==> config.mk <==
export PLATFORM = sky130hd
export DESIGN_NAME = smrx_top
export DESIGN_NICKNAME = d
export VERILOG_FILES = /design/src/rtl/smrx_pkg.sv /design/src/rtl/smrx_clkgen.sv /design/src/rtl/smrx_shift.sv /design/src/rtl/smrx_regs.sv /design/src/rtl/smrx_top.sv
export SDC_FILE = /design/constraint.sdc
export NUM_CORES = 1
export LEC_CHECK = 0
export ABC_AREA = 0
export BUFFER_PORTS_ARGS = -buffer_cell sky130_fd_sc_hd__buf_2
export CORE_AREA = 8 8 115 117
export CTS_CLUSTER_DIAMETER = 30
export DETAILED_ROUTE_END_ITERATION = 16
export DIE_AREA = 0 0 123 125
export GPL_ROUTABILITY_DRIVEN = 0
export REMOVE_ABC_BUFFERS = 1
export SYNTH_ARGS = -nofsm -noshare
export SYNTH_HDL_FRONTEND = slang
export SYNTH_SLANG_ARGS = --single-unit
==> constraint.sdc <==
create_clock -name clk -period 2.35 [get_ports clk]
set_clock_uncertainty 0.05 [all_clocks]
set_input_delay 0 -clock clk [delete_from_list [all_inputs] [get_ports clk]]
set_output_delay 0 -clock clk [all_outputs]
set_load 0.02 [all_outputs]
==> src/rtl/smrx_pkg.sv <==
package smrx_pkg;

    typedef struct packed {
        logic irq_en;
        logic wide_div;
        logic idle_high;
        logic cont_en;
        logic single_en;
        logic word9;
        logic master_sel;
        logic sync_sel;
        logic port_en;
    } ctl_t;

    localparam int CTL_W = $bits(ctl_t);

endpackage

==> src/rtl/smrx_clkgen.sv <==
module smrx_clkgen #(
    parameter int DIV_W = 16
) (
    input  logic             clk,
    input  logic             rst_n,
    input  logic             run,
    input  logic [DIV_W-1:0] div_eff,
    output logic             lvl,
    output logic             fall_now
);
    localparam int CW = DIV_W + 1;

    typedef struct packed {
        logic [CW-1:0] cnt;
        logic          lvl;
    } st_t;

    st_t q, d;
    logic [CW-1:0] lim;
    logic          tc;

    always_comb begin
        lim = {div_eff, 1'b1};
        tc  = (q.cnt == lim);
        d   = q;
        if (!run) begin
            d = '0;
        end else if (tc) begin
            d.cnt = '0;
            d.lvl = ~q.lvl;
        end else begin
            d.cnt = q.cnt + 1'b1;
        end
    end

    always_ff @(posedge clk or negedge rst_n) begin
        if (!rst_n) q <= '0;
        else        q <= d;
    end

    assign lvl      = q.lvl;
    assign fall_now = run & q.lvl & tc;


    stop_lvl_chk: assert property (@(posedge clk) disable iff (!rst_n)
        !run |=> !q.lvl);


    edge_at_end_chk: assert property (@(posedge clk) disable iff (!rst_n)
        (run && q.cnt != lim) |=> $stable(q.lvl));

endmodule

==> src/rtl/smrx_shift.sv <==
module smrx_shift #(
    parameter int DATA_W = 8
) (
    input  logic          clk,
    input  logic          rst_n,
    input  logic          run,
    input  logic          fall_now,
    input  logic          sdi,
    input  logic          word9,
    output logic          word_end,
    output logic [DATA_W:0] word_out
);
    localparam int SW = DATA_W + 1;
    localparam int BW = $clog2(SW + 1);

    typedef struct packed {
        logic [SW-1:0] sr;
        logic [BW-1:0] cnt;
    } st_t;

    st_t q, d;
    logic [SW-1:0] nxt_sr;
    logic [BW-1:0] last;

    always_comb begin
        last     = word9 ? BW'(SW - 1) : BW'(DATA_W - 1);
        nxt_sr   = {sdi, q.sr[SW-1:1]};
        word_end = fall_now && (q.cnt == last);
        word_out = word9 ? nxt_sr : {1'b0, nxt_sr[SW-1:1]};
        d = q;
        if (!run) begin
            d.cnt = '0;
        end else if (fall_now) begin
            d.sr  = nxt_sr;
            d.cnt = word_end ? '0 : q.cnt + 1'b1;
        end
    end

    always_ff @(posedge clk or negedge rst_n) begin
        if (!rst_n) q <= '0;
        else        q <= d;
    end


    bitcnt_range_chk: assert property (@(posedge clk) disable iff (!rst_n)
        q.cnt <= BW'(DATA_W));


    shift_hold_chk: assert property (@(posedge clk) disable iff (!rst_n)
        !fall_now |=> $stable(q.sr));

endmodule

==> src/rtl/smrx_regs.sv <==
module smrx_regs
    import smrx_pkg::*;
#(
    parameter int DATA_W = 8,
    parameter int DIV_W  = 16
) (
    input  logic              clk,
    input  logic              rst_n,
    input  logic              ctl_wr,
    input  ctl_t              ctl_wdata,
    input  logic              div_wr,
    input  logic [DIV_W-1:0]  div_wdata,
    input  logic              data_rd,
    input  logic              word_end,
    input  logic [DATA_W:0]   word_in,
    output logic              run,
    output logic [DIV_W-1:0]  div_eff,
    output ctl_t              ctl,
    output logic [DATA_W-1:0] rx_data,
    output logic              rx_bit9,
    output logic              done,
    output logic              ovr,
    output logic              irq
);
    localparam int NW = DIV_W / 2;

    typedef struct packed {
        ctl_t              ctl;
        logic [DIV_W-1:0]  div;
        logic [DATA_W-1:0] data;
        logic              b9;
        logic              done;
        logic              ovr;
    } st_t;

    st_t q, d;

    always_comb begin
        d = q;
        if (ctl_wr) d.ctl = ctl_wdata;
        if (word_end && !q.ctl.cont_en && !ctl_wr) d.ctl.single_en = 1'b0;
        if (div_wr) d.div = div_wdata;
        if (data_rd) d.done = 1'b0;
        if (word_end) begin
            if (q.done && !data_rd) begin
                d.ovr = 1'b1;
            end else begin
                d.data = word_in[DATA_W-1:0];
                d.b9   = word_in[DATA_W];
                d.done = 1'b1;
            end
        end
        if (ctl_wr && !ctl_wdata.cont_en) d.ovr = 1'b0;
    end

    always_ff @(posedge clk or negedge rst_n) begin
        if (!rst_n) q <= '0;
        else        q <= d;
    end

    assign run = q.ctl.port_en & q.ctl.sync_sel & q.ctl.master_sel
               & (q.ctl.single_en | q.ctl.cont_en) & ~q.ovr;
    assign div_eff = q.ctl.wide_div ? q.div : DIV_W'(q.div[NW-1:0]);
    assign ctl     = q.ctl;
    assign rx_data = q.data;
    assign rx_bit9 = q.b9;
    assign done    = q.done;
    assign ovr     = q.ovr;
    assign irq     = q.done & q.ctl.irq_en;


    done_rise_chk: assert property (@(posedge clk) disable iff (!rst_n)
        $rose(q.done) |-> $past(word_end));


    rd_clear_chk: assert property (@(posedge clk) disable iff (!rst_n)
        (data_rd && !word_end) |=> !q.done);


    ovr_keep_chk: assert property (@(posedge clk) disable iff (!rst_n)
        q.ovr |=> $stable(q.data));


    single_clr_chk: assert property (@(posedge clk) disable iff (!rst_n)
        (word_end && !q.ctl.cont_en && !ctl_wr) |=> !q.ctl.single_en);

endmodule

==> src/rtl/smrx_top.sv <==
module smrx_top
    import smrx_pkg::*;
#(
    parameter int DATA_W = 8,
    parameter int DIV_W  = 16
) (
    input  logic              clk,
    input  logic              rst_n,
    input  logic              ctl_wr,
    input  logic [CTL_W-1:0]  ctl_wdata,
    input  logic              div_wr,
    input  logic [DIV_W-1:0]  div_wdata,
    input  logic              data_rd,
    input  logic              sdi,
    output logic              sck,
    output logic [DATA_W-1:0] rx_data,
    output logic              rx_bit9,
    output logic              rx_done,
    output logic              rx_ovr,
    output logic              irq,
    output logic [CTL_W-1:0]  ctl_rdata
);
    logic             run, lvl, fall_now, word_end;
    logic [DIV_W-1:0] div_eff;
    logic [DATA_W:0]  word;
    ctl_t             ctl;

    smrx_regs #(.DATA_W(DATA_W), .DIV_W(DIV_W)) u_regs (
        .clk(clk), .rst_n(rst_n),
        .ctl_wr(ctl_wr), .ctl_wdata(ctl_t'(ctl_wdata)),
        .div_wr(div_wr), .div_wdata(div_wdata),
        .data_rd(data_rd), .word_end(word_end), .word_in(word),
        .run(run), .div_eff(div_eff), .ctl(ctl),
        .rx_data(rx_data), .rx_bit9(rx_bit9),
        .done(rx_done), .ovr(rx_ovr), .irq(irq)
    );

    smrx_clkgen #(.DIV_W(DIV_W)) u_clk (
        .clk(clk), .rst_n(rst_n), .run(run), .div_eff(div_eff),
        .lvl(lvl), .fall_now(fall_now)
    );

    smrx_shift #(.DATA_W(DATA_W)) u_shift (
        .clk(clk), .rst_n(rst_n), .run(run), .fall_now(fall_now),
        .sdi(sdi), .word9(ctl.word9),
        .word_end(word_end), .word_out(word)
    );

    assign sck       = lvl ^ ctl.idle_high;
    assign ctl_rdata = CTL_W'(ctl);


    ovr_idle_chk: assert property (@(posedge clk) disable iff (!rst_n)
        rx_ovr |-> !lvl);

endmodule

# Word-level counts from Yosys, hierarchy flattened
# Index checks and enable logic that the tools add are counted.
# totals
register_bits	67
latchBits	0
ram_bits	0
rom_bits	0
in_bits	31
output_inout_bits	22
wordCells	67
memories	0
# classes
n_addsub	2
multipliers	0
div	0
n_lt_le_gt_ge	0
n_eq_ne	4
shift	0
n_mux	16
bitwise_logic	12
reduce_logical	15
# op_table
operator	count
$mux 18	1
$add 17x1->17 const B	1
$eq 17x17->1	1
$mux 17	1
$mux 16	1
$mux 4	4
$mux 9	1
$and 1x1->1	7
$mux 1	6
$reduce_and 2->1	3
$reduce_bool 2->1	3
$logic_and 1x1->1	5
$mux 5	1
$add 4x1->4 const B	1
$eq 4x4->1	1
$logic_not 1->1	4
$not 1->1	3
$mux 2	1
$ne 2x1->1 const B	1
$ne 2x2->1 const B	1
$or 1x1->1	1
$xor 1x1->1	1

# Logic depth before layout (Yosys ltp)
# Gate-level depths: netlist of run 1.
# logic_depth
ltp_word	10
depth_mapped	9

# By module
# From an unflattened synthesis of run 1, not the netlist that was laid out.
# unflattened
hier_cells	285
area_unflattened_um2	3420.8
# modules_own_cells
mod	n_inst	cells_each	area_each_um2	seq_area_each_um2
smrx_regs	1	119	1671.6	900.9
smrx_clkgen	1	109	1036.0	450.4
smrx_shift	1	56	704.4	300.3
smrx_top	1	1	8.8	0.0

# Worst setup path after synthesis of run 1
# No wires, ideal clock.
# synth_timing
path_type	register to register
start	reg u_clk.q[6] (netlist name)
end	reg u_regs.q (netlist bit u_regs.rx_data[0])
setup_time_ps	125
arrival_ps	2061
t_required_ps	2175
setup_slack_ps	114
stages_incl_launch_ff	7
cell_sequence	dfrtp_1 > xor2_1 > nor4_1 > o2111ai_2 > nor4_4 > nand4_4 > mux2_2
# synth_between
elab_chain_len	4
# synth_lines
item	line	source
start, declared	smrx_clkgen.sv:18	st_t q, d;
start signal, assigned	smrx_clkgen.sv:37	if (!rst_n) q <= '0;
start signal, assigned	smrx_clkgen.sv:38	else q <= d;
$eq 17x17->1	smrx_clkgen.sv:24	tc = (q.cnt == lim);
$and 1x1->1	smrx_clkgen.sv:42	assign fall_now = run & q.lvl & tc;
$logic_and 1x1->1	smrx_shift.sv:28	word_end = fall_now && (q.cnt == last);
$reduce_and 2->1 (no line)	n/a	
end signal, assigned	smrx_regs.sv:57	if (!rst_n) q <= '0;
end signal, assigned	smrx_regs.sv:58	else q <= d;
end, declared	smrx_regs.sv:36	st_t q, d;
# No other way between the ends.
# A chain may end at the register's enable or synchronous reset.

# Worst setup path after layout of run 1
# layout_timing
start	reg u_regs.q[21] (netlist name)
end	reg u_regs.q (netlist bit u_regs.rx_data[6])
# layout_between
elab_chain_len	5
# layout_lines
item	line	source
$mux 16	smrx_regs.sv:63	assign div_eff = q.ctl.wide_div ? q.div : DIV_W'(q.div[NW-1:0]);
$eq 17x17->1	smrx_clkgen.sv:24	
$and 1x1->1	smrx_clkgen.sv:42	
$logic_and 1x1->1	smrx_shift.sv:28	
$reduce_and 2->1 (no line)	n/a	
# No other way between the ends.

==> run metrics, run 1 <==
count of final setup violators=0; die area=between 15000 and 20000 um^2; largest net degree at the start of global routing=67; share of cells above drive strength 1=a little under two fifths; Synth area leader=dfrtp_1; 1st-iter DRT viols=150; via count=between 2000 and 2500; Worst-Margin Slew=roughly 840 ps; CP required=around 2500 ps; CP Cell Sequence=or2_1 -> a222oi_1 -> o21ai_2 -> nor4_4 -> nand4_4 -> mux2_2; Core ar.=around 12000 um^2; total wire length=approximately 7000 um; Area contributors post-synth=dfrtp_1 (50%), mux2_2 (16%), buf_4 (4.1%); Tot GR Track Use=9.89%; Peak Freq=around 450 MHz; synthesized area per cell=approximately 11 um^2; RSZ-0062 raised after global routing=false; Crit. End Element=flop; Post-synth EDFFs=0; number of antenna diodes=0; worst-path fanout max=9; LEAKAGE=roughly 1.9 nW; min cycle time layout=2210 ps; Non-Filler Instances=518; reg2reg setup slack=approximately 140 ps; CTS Sinks=66; global route total overflow=0; final worst slack=roughly 140 ps; dpl cells=~480; Hold Path Class=input port to flop; Top FF cell, synth=dfrtp_1; Final nets=400; WL/cell=between 10 and 15 um; largest buffer count on any clock path=2; global-route wire length before repair=11900 um; HPWL after detailed placement=between 4000 and 5000 um; Slew Limit Fails=0; Worst-path clk slew=50 ps; CTS tree=built; TritonCTS Buffers=9; Via density=approximately 4.5; PortBufs=52; Syn Inst Count=roughly 290; DP Worst Slack=-47.5 ps; IO Pins=53; Syn-to-layout area delta=27.9%; VDD IR max=~310 uV; CP max stage delay=~370 ps; Root Driver=clkbuf_16; Critical Path Source Type=flop; row count=40; top cell type's share of synthesized area=49.8%; initial antenna violation count=0; synthesized cell area=roughly 3300 um^2; DRC=0; vias in the first global route=about 2500; Setup CP Type=flop to flop; Synth cell types=46; Hold Vio Cnt, Final=0; Arr. time, crit path=2370 ps; status=completed; asr flop ratio synth=100%; FF+latch count, synth=between 60 and 70; H-Tree Depth=3; Skew-Pair Late Insertion Delay=approximately 330 ps; Starting Density=between 20% and 30%; pwr dens=approximately 630 nW/um^2; drt pass-1 iters=5; Ys Warns=0; chip height=125 um; antenna viol nets, final=0; Final Cycle Share=a little over nine tenths; Crit-path slowest cell=dfrtp_1; post-synthesis sequential area ratio=roughly 50%; slew margin rel.=approximately 44%; maxcap violations=0; die width=approximately 120 um
final timing paths:
kind | from | to | cells after the start
max | u_regs.q[21]$_DFFE_PN0P_ | u_regs.rx_data[6]$_DFFE_PN0P_ | 6
min | div_wr | u_regs.q[19]$_DFFE_PN0P_ | 3
max reg2reg | u_regs.q[21]$_DFFE_PN0P_ | u_regs.rx_data[6]$_DFFE_PN0P_ | 6
min reg2reg | u_regs.rx_data[5]$_DFFE_PN0P_ | u_regs.rx_data[5]$_DFFE_PN0P_ | 1
max in group asynchronous | rst_n | u_shift.nxt_sr[7]$_DFFE_PN0P_ | 3
min in group asynchronous | rst_n | u_regs.q[18]$_DFFE_PN0P_ | 3
critical path: cells and delay by family, from the launching register on:
family / cells / cell delay, ps
compound gates: 2 / 500
flops: 1 / 370
mux: 1 / 340
simple gates: 3 / 840
synthesized netlist by cell type (all sizes together) (2+ instances only):
master,count
dfrtp,66
mux2,47
nor2,31
buf,21
xor2,15
nand2,14
inv,12
xnor2,11
nand3,9
o21ai,8
nor4,7
a21oi,5
clkbuf,5
nand4,5
mux2i,3
nor3,3
a222oi,2
and2,2
and3,2
ha,2
o22ai,2
or2,2
or2b,2
where the power goes:
part	total (mW)	internal, mW	switching (mW)	leakage [nW]
clock network	1.18	0.698	0.479	0.127
registers	1.22	1.18	0.0387	0.858
logic	0.273	0.139	0.134	0.911
total	2.67	2.02	0.652	1.90
repair_timing:
item	in CTS	in global routing
setup buffers	0	0
gates resized for setup	2	2
hold endpoints to repair	95	0
pin swaps	0	1
hold buffers	28	0
endpoints found under the setup margin	16	16
flip-flops by register name, summed over array words and instances (netlist names):
signal and flops:
u_regs.ctl 9, u_shift.q 4, u_regs.ovr 1, u_regs.q 16
u_regs.done 1, u_regs.rx_data 8, u_shift.nxt_sr 8, u_clk.lvl 1
u_clk.q 17, u_regs.rx_bit9 1
layer usage:
layer / vias up / GRT usage, % / part of all wire (%)
li1: 1139 / - / -
met1: 1141 / 12.3 / 45
met2: 50 / 14.1 / 46
met3: 14 / 3.38 / 6.8
met4: 0 / 6.66 / 2.9
met5: - / 0 / 0
metrics by stage:
stage | hold slack, ps | TNS, ps | power [mW] | util [%] | area (um^2)
2_1_floorplan | -346 | 0 | 1.36 | - | 3130
4_1_cts | 64.0 | 0 | 2.73 | 36.5 | 4240
6_report | 64.7 | 0 | 2.67 | 36.6 | 4250
3_5_place_dp | 170 | -323 | 1.48 | 31.7 | 3680
3_3_place_gp | 163 | -408 | 1.48 | 31.7 | 3680
5_1_grt | 95.0 | 0 | 2.81 | 36.6 | 4250
final cells by class:
class	instances	area, um^2
Sequential cell	66	1650
Inverter	12	45.0
Timing Repair Buffer	92	643
Clock buffer	9	225
Fill cell	1141	7360
Tap cell	147	184
Multi-Input combinational cell	186	1460
Clock inverter	6	35.0
kinds of logic (layout without fill, tap and decap cells):
| group | Yosys count | after routing | share of synthesized area [%] |
|---|---|---|---|
| AND/OR/NAND/NOR | 82 | 82 | 13.2 |
| adder cells (fa/ha/maj) | 2 | 2 | 0.754 |
| flip-flops | 66 | 66 | 49.8 |
| buffers and inverters | 39 | 119 | 6.97 |
| AO/OA/AOI/OAI | 26 | 26 | 5.62 |
| XOR/XNOR | 26 | 26 | 6.86 |
| multiplexers | 50 | 50 | 16.8 |
cells in the final DEF (no fill, tap or decap), types with 2 or more instances in the layout:
cell type	n
dlygate4sd3_1	28
nand2_1	14
mux2i_1	3
or2_1	2
clkbuf_16	9
dfrtp_1	66
ha_1	2
nand3_1	8
o22ai_1	2
or2b_2	2
mux2_2	47
nand4_1	4
nor3_1	3
nor2_1	31
clkinv_2	4
clkinvlp_4	2
and2_1	2
buf_2	52
buf_4	11
a21oi_1	5
xor2_1	15
nor4_4	2
and3_1	2
nor4_1	4
xnor2_1	11
inv_1	11
o21ai_0	7
a222oi_1	2
Note: power is estimated with default switching activity, not from simulation.
==> run 2, diff against run 1 <==
--- a/config.mk
+++ b/config.mk
@@ -6,12 +6,17 @@
 export NUM_CORES = 1
 export LEC_CHECK = 0
 export ABC_AREA = 0
+export ABC_CLOCK_PERIOD_IN_PS = 2350
 export BUFFER_PORTS_ARGS = -buffer_cell sky130_fd_sc_hd__buf_2
+export CELL_PAD_IN_SITES_DETAIL_PLACEMENT = 0
+export CELL_PAD_IN_SITES_GLOBAL_PLACEMENT = 1
 export CORE_AREA = 8 8 115 117
 export CTS_CLUSTER_DIAMETER = 30
 export DETAILED_ROUTE_END_ITERATION = 16
 export DIE_AREA = 0 0 123 125
 export GPL_ROUTABILITY_DRIVEN = 0
+export HOLD_SLACK_MARGIN = 0.08
+export PLACE_DENSITY_LB_ADDON = 0.1
 export REMOVE_ABC_BUFFERS = 1
 export SYNTH_ARGS = -nofsm -noshare
 export SYNTH_HDL_FRONTEND = slang
==> run metrics, run 2 (synthesis gave the netlist of run 1 again) <==
status=completed (unchanged); Skew-Pair Late Insertion Delay=330 ps (about the same); row count=40 (unchanged); Hold Path Cell Cnt=2 (was 3); antenna viol nets, final=0 (unchanged); die width=123 um (unchanged); number of antenna diodes=0 (unchanged); maxcap violations=0 (unchanged); worst-path fanout max=4 (was 9); commonest cells after routing, fill and taps aside=dfrtp_1 (64), buf_2 (52), mux2_2 (47) (was dfrtp_1 (66), buf_2 (52), mux2_2 (47)); largest buffer count on any clock path=2 (unchanged); global-route wire length before repair=12700 um (was 11900 um); VDD IR max=263 uV (was 310 uV); Buffers & Inverters on Critical Path=2 (was 0); FF+latch area=1650 um^2 (about the same); Critical Path Source Type=flop (unchanged); placed instance area=3740 um^2 (was 3680 um^2); CP delay by family, top=simple AND/OR/NAND/NOR gates (unchanged); Worst-Margin Slew=679 ps (was 839 ps); Worst Reg-to-Reg Cells=8 (was 6); CTS Sinks=66 (unchanged); final setup TNS=0 ps (unchanged); Via density=4.50 (was 4.53); PortBufs=52 (unchanged); CP startpoint=u_regs.q[15]$_DFFE_PN0P_ (was u_regs.q[21]$_DFFE_PN0P_); Final Cell Area=4390 um^2 (was 4250 um^2); total wire length=7840 um (was 7050 um); vias in the first global route=2490 (was 2486); HPWL after detailed placement=5460 um (was 4950 um); Crit-path slowest cell=dfrtp_1 (unchanged); Arr. time, crit path=2420 ps (was 2370 ps); via count=2383 (was 2344); pwr dens=669 nW/um^2 (was 629 nW/um^2); TritonCTS Buffers=9 (unchanged); fill count=1147 (was 1141); largest register by flop count=u_clk.q (unchanged); WP depth=8 (was 6); Peak Freq=445 MHz (was 453 MHz); Hold Crit Start=ctl_wr (was div_wr); Setup CP Type=flop to flop (unchanged); count of final setup violators=0 (unchanged); RSZ-0062 raised after global routing=true (was false); final worst slack=102 ps (was 142 ps); Core ar.=11600 um^2 (unchanged); DP Worst Slack=-16.1 ps (was -47.5 ps); Root Driver=clkbuf_16 (unchanged); WL/cell=14.8 um (was 13.6 um); IO Pins=53 (unchanged); CTS tree=built (unchanged); share of cells above drive strength 1=39.5% (was 37.2%); 1st-iter DRT viols=84 (was 150); CP Cell Sequence=xor2_1 -> nor4_2 -> buf_4 -> o2111ai_2 -> nor4_4 -> buf_4 -> nand4_2 -> mux2_2 (was or2_1 -> a222oi_1 -> o21ai_2 -> nor4_4 -> nand4_4 -> mux2_2); min cycle time layout=2250 ps (was 2210 ps); DRC=0 (unchanged); CP required=2520 ps (was 2510 ps); multi-input combinational cell area=1470 um^2 (was 1460 um^2); slew margin rel.=54.3% (was 44.1%); most used cell, CP=buf_4; LEAKAGE=1.98 nW (was 1.90 nW); Syn-to-layout area delta=32.3% (was 27.9%); max FFs per register=17 (unchanged); Crit. End Element=flop (unchanged); Worst-path clk slew=60 ps (was 50 ps); drt pass-1 iters=4 (was 5); initial antenna violation count=0 (unchanged); Slew Limit Fails=0 (unchanged); Hold Vio Cnt, Final=0 (unchanged); Final Cycle Share=95.7% (was 94.0%); Starting Density=28.6% (unchanged); Final nets=410 (was 400); H-Tree Depth=3 (unchanged); CP max stage delay=380 ps (was 370 ps); global route total overflow=0 (unchanged); Hold Path Class=input port to flop (unchanged); Non-Filler Instances=529 (was 518); dpl cells=482 (was 475); Tot GR Track Use=10.6% (was 9.89%); largest net degree at the start of global routing=41 (was 67); commonest non-fill, non-tap cell in the layout=dfrtp_1 (unchanged); Worst R2R Start=u_regs.q[15]$_DFFE_PN0P_ (was u_regs.q[21]$_DFFE_PN0P_); die area=15400 um^2 (unchanged); chip height=125 um (unchanged)
run 2: cell types whose count changed in the layout (fill, tap and decap cells not counted), sizes merged:
cell,change
buf,+9
nand4,+1
bufinv,+2
clkinv,-1
run 2: stage by stage:
step | power (mW) | utilization (%) | hold slack, ps
4_1_cts | 3.00 | 37.5 | 89.2
5_1_grt | 3.09 | 37.8 | 90.8
3_3_place_gp | 1.49 | 32.3 | 3.74
2_1_floorplan | 1.36 | - | -346
6_report | 2.94 | 37.8 | 88.2
3_5_place_dp | 1.49 | 32.3 | 10.1
run 2: layer usage:
metal	global-route usage (%)	vias up	part of all wire (%)
li1	-	1179	-
met2	14.9	49	42
met1	14.6	1145	50
met3	3.74	10	6.4
met5	0	-	0
met4	4.25	0	1.6
run 2: power breakdown:
part	total (mW)	internal, mW	switching (mW)
Combinational	0.281	0.141	0.140
Sequential	1.22	1.18	0.0389
Clock	1.44	0.926	0.512
Total	2.94	2.25	0.691
run 2: worst paths after layout:
kind | end | slack [ps]
worst min-delay path | u_regs.ctl[7]$_DFFE_PN0P_ | 90
worst min register to register | u_regs.rx_data[3]$_DFFE_PN0P_ | 450
min in group asynchronous | u_clk.q[8]$_DFF_PN0_ | 160
worst max-delay path | u_regs.rx_data[1]$_DFFE_PN0P_ | 100
max in group asynchronous | u_regs.done$_DFF_PN0_ | 1640
worst max register to register | u_regs.rx_data[1]$_DFFE_PN0P_ | 100
run 2: final cells by class:
| class | instances | share of cell area [%] |
|---|---|---|
| well taps | 147 | 4.19 |
| clock buffers | 9 | 5.13 |
| repair buffers | 101 | 16.5 |
| multi-input cells | 187 | 33.4 |
| flip-flops and latches | 66 | 37.7 |
| clock inverters | 7 | 2.14 |
| inverters | 12 | 1.03 |
run 2: timing repair:
item,CTS,global route
buffers inserted,0,2
cloned,0,1
setup endpoints to repair,8,33
hold endpoints to repair,96,0
pin swaps,0,2
hold buffers,28,0
gates resized for setup,1,4
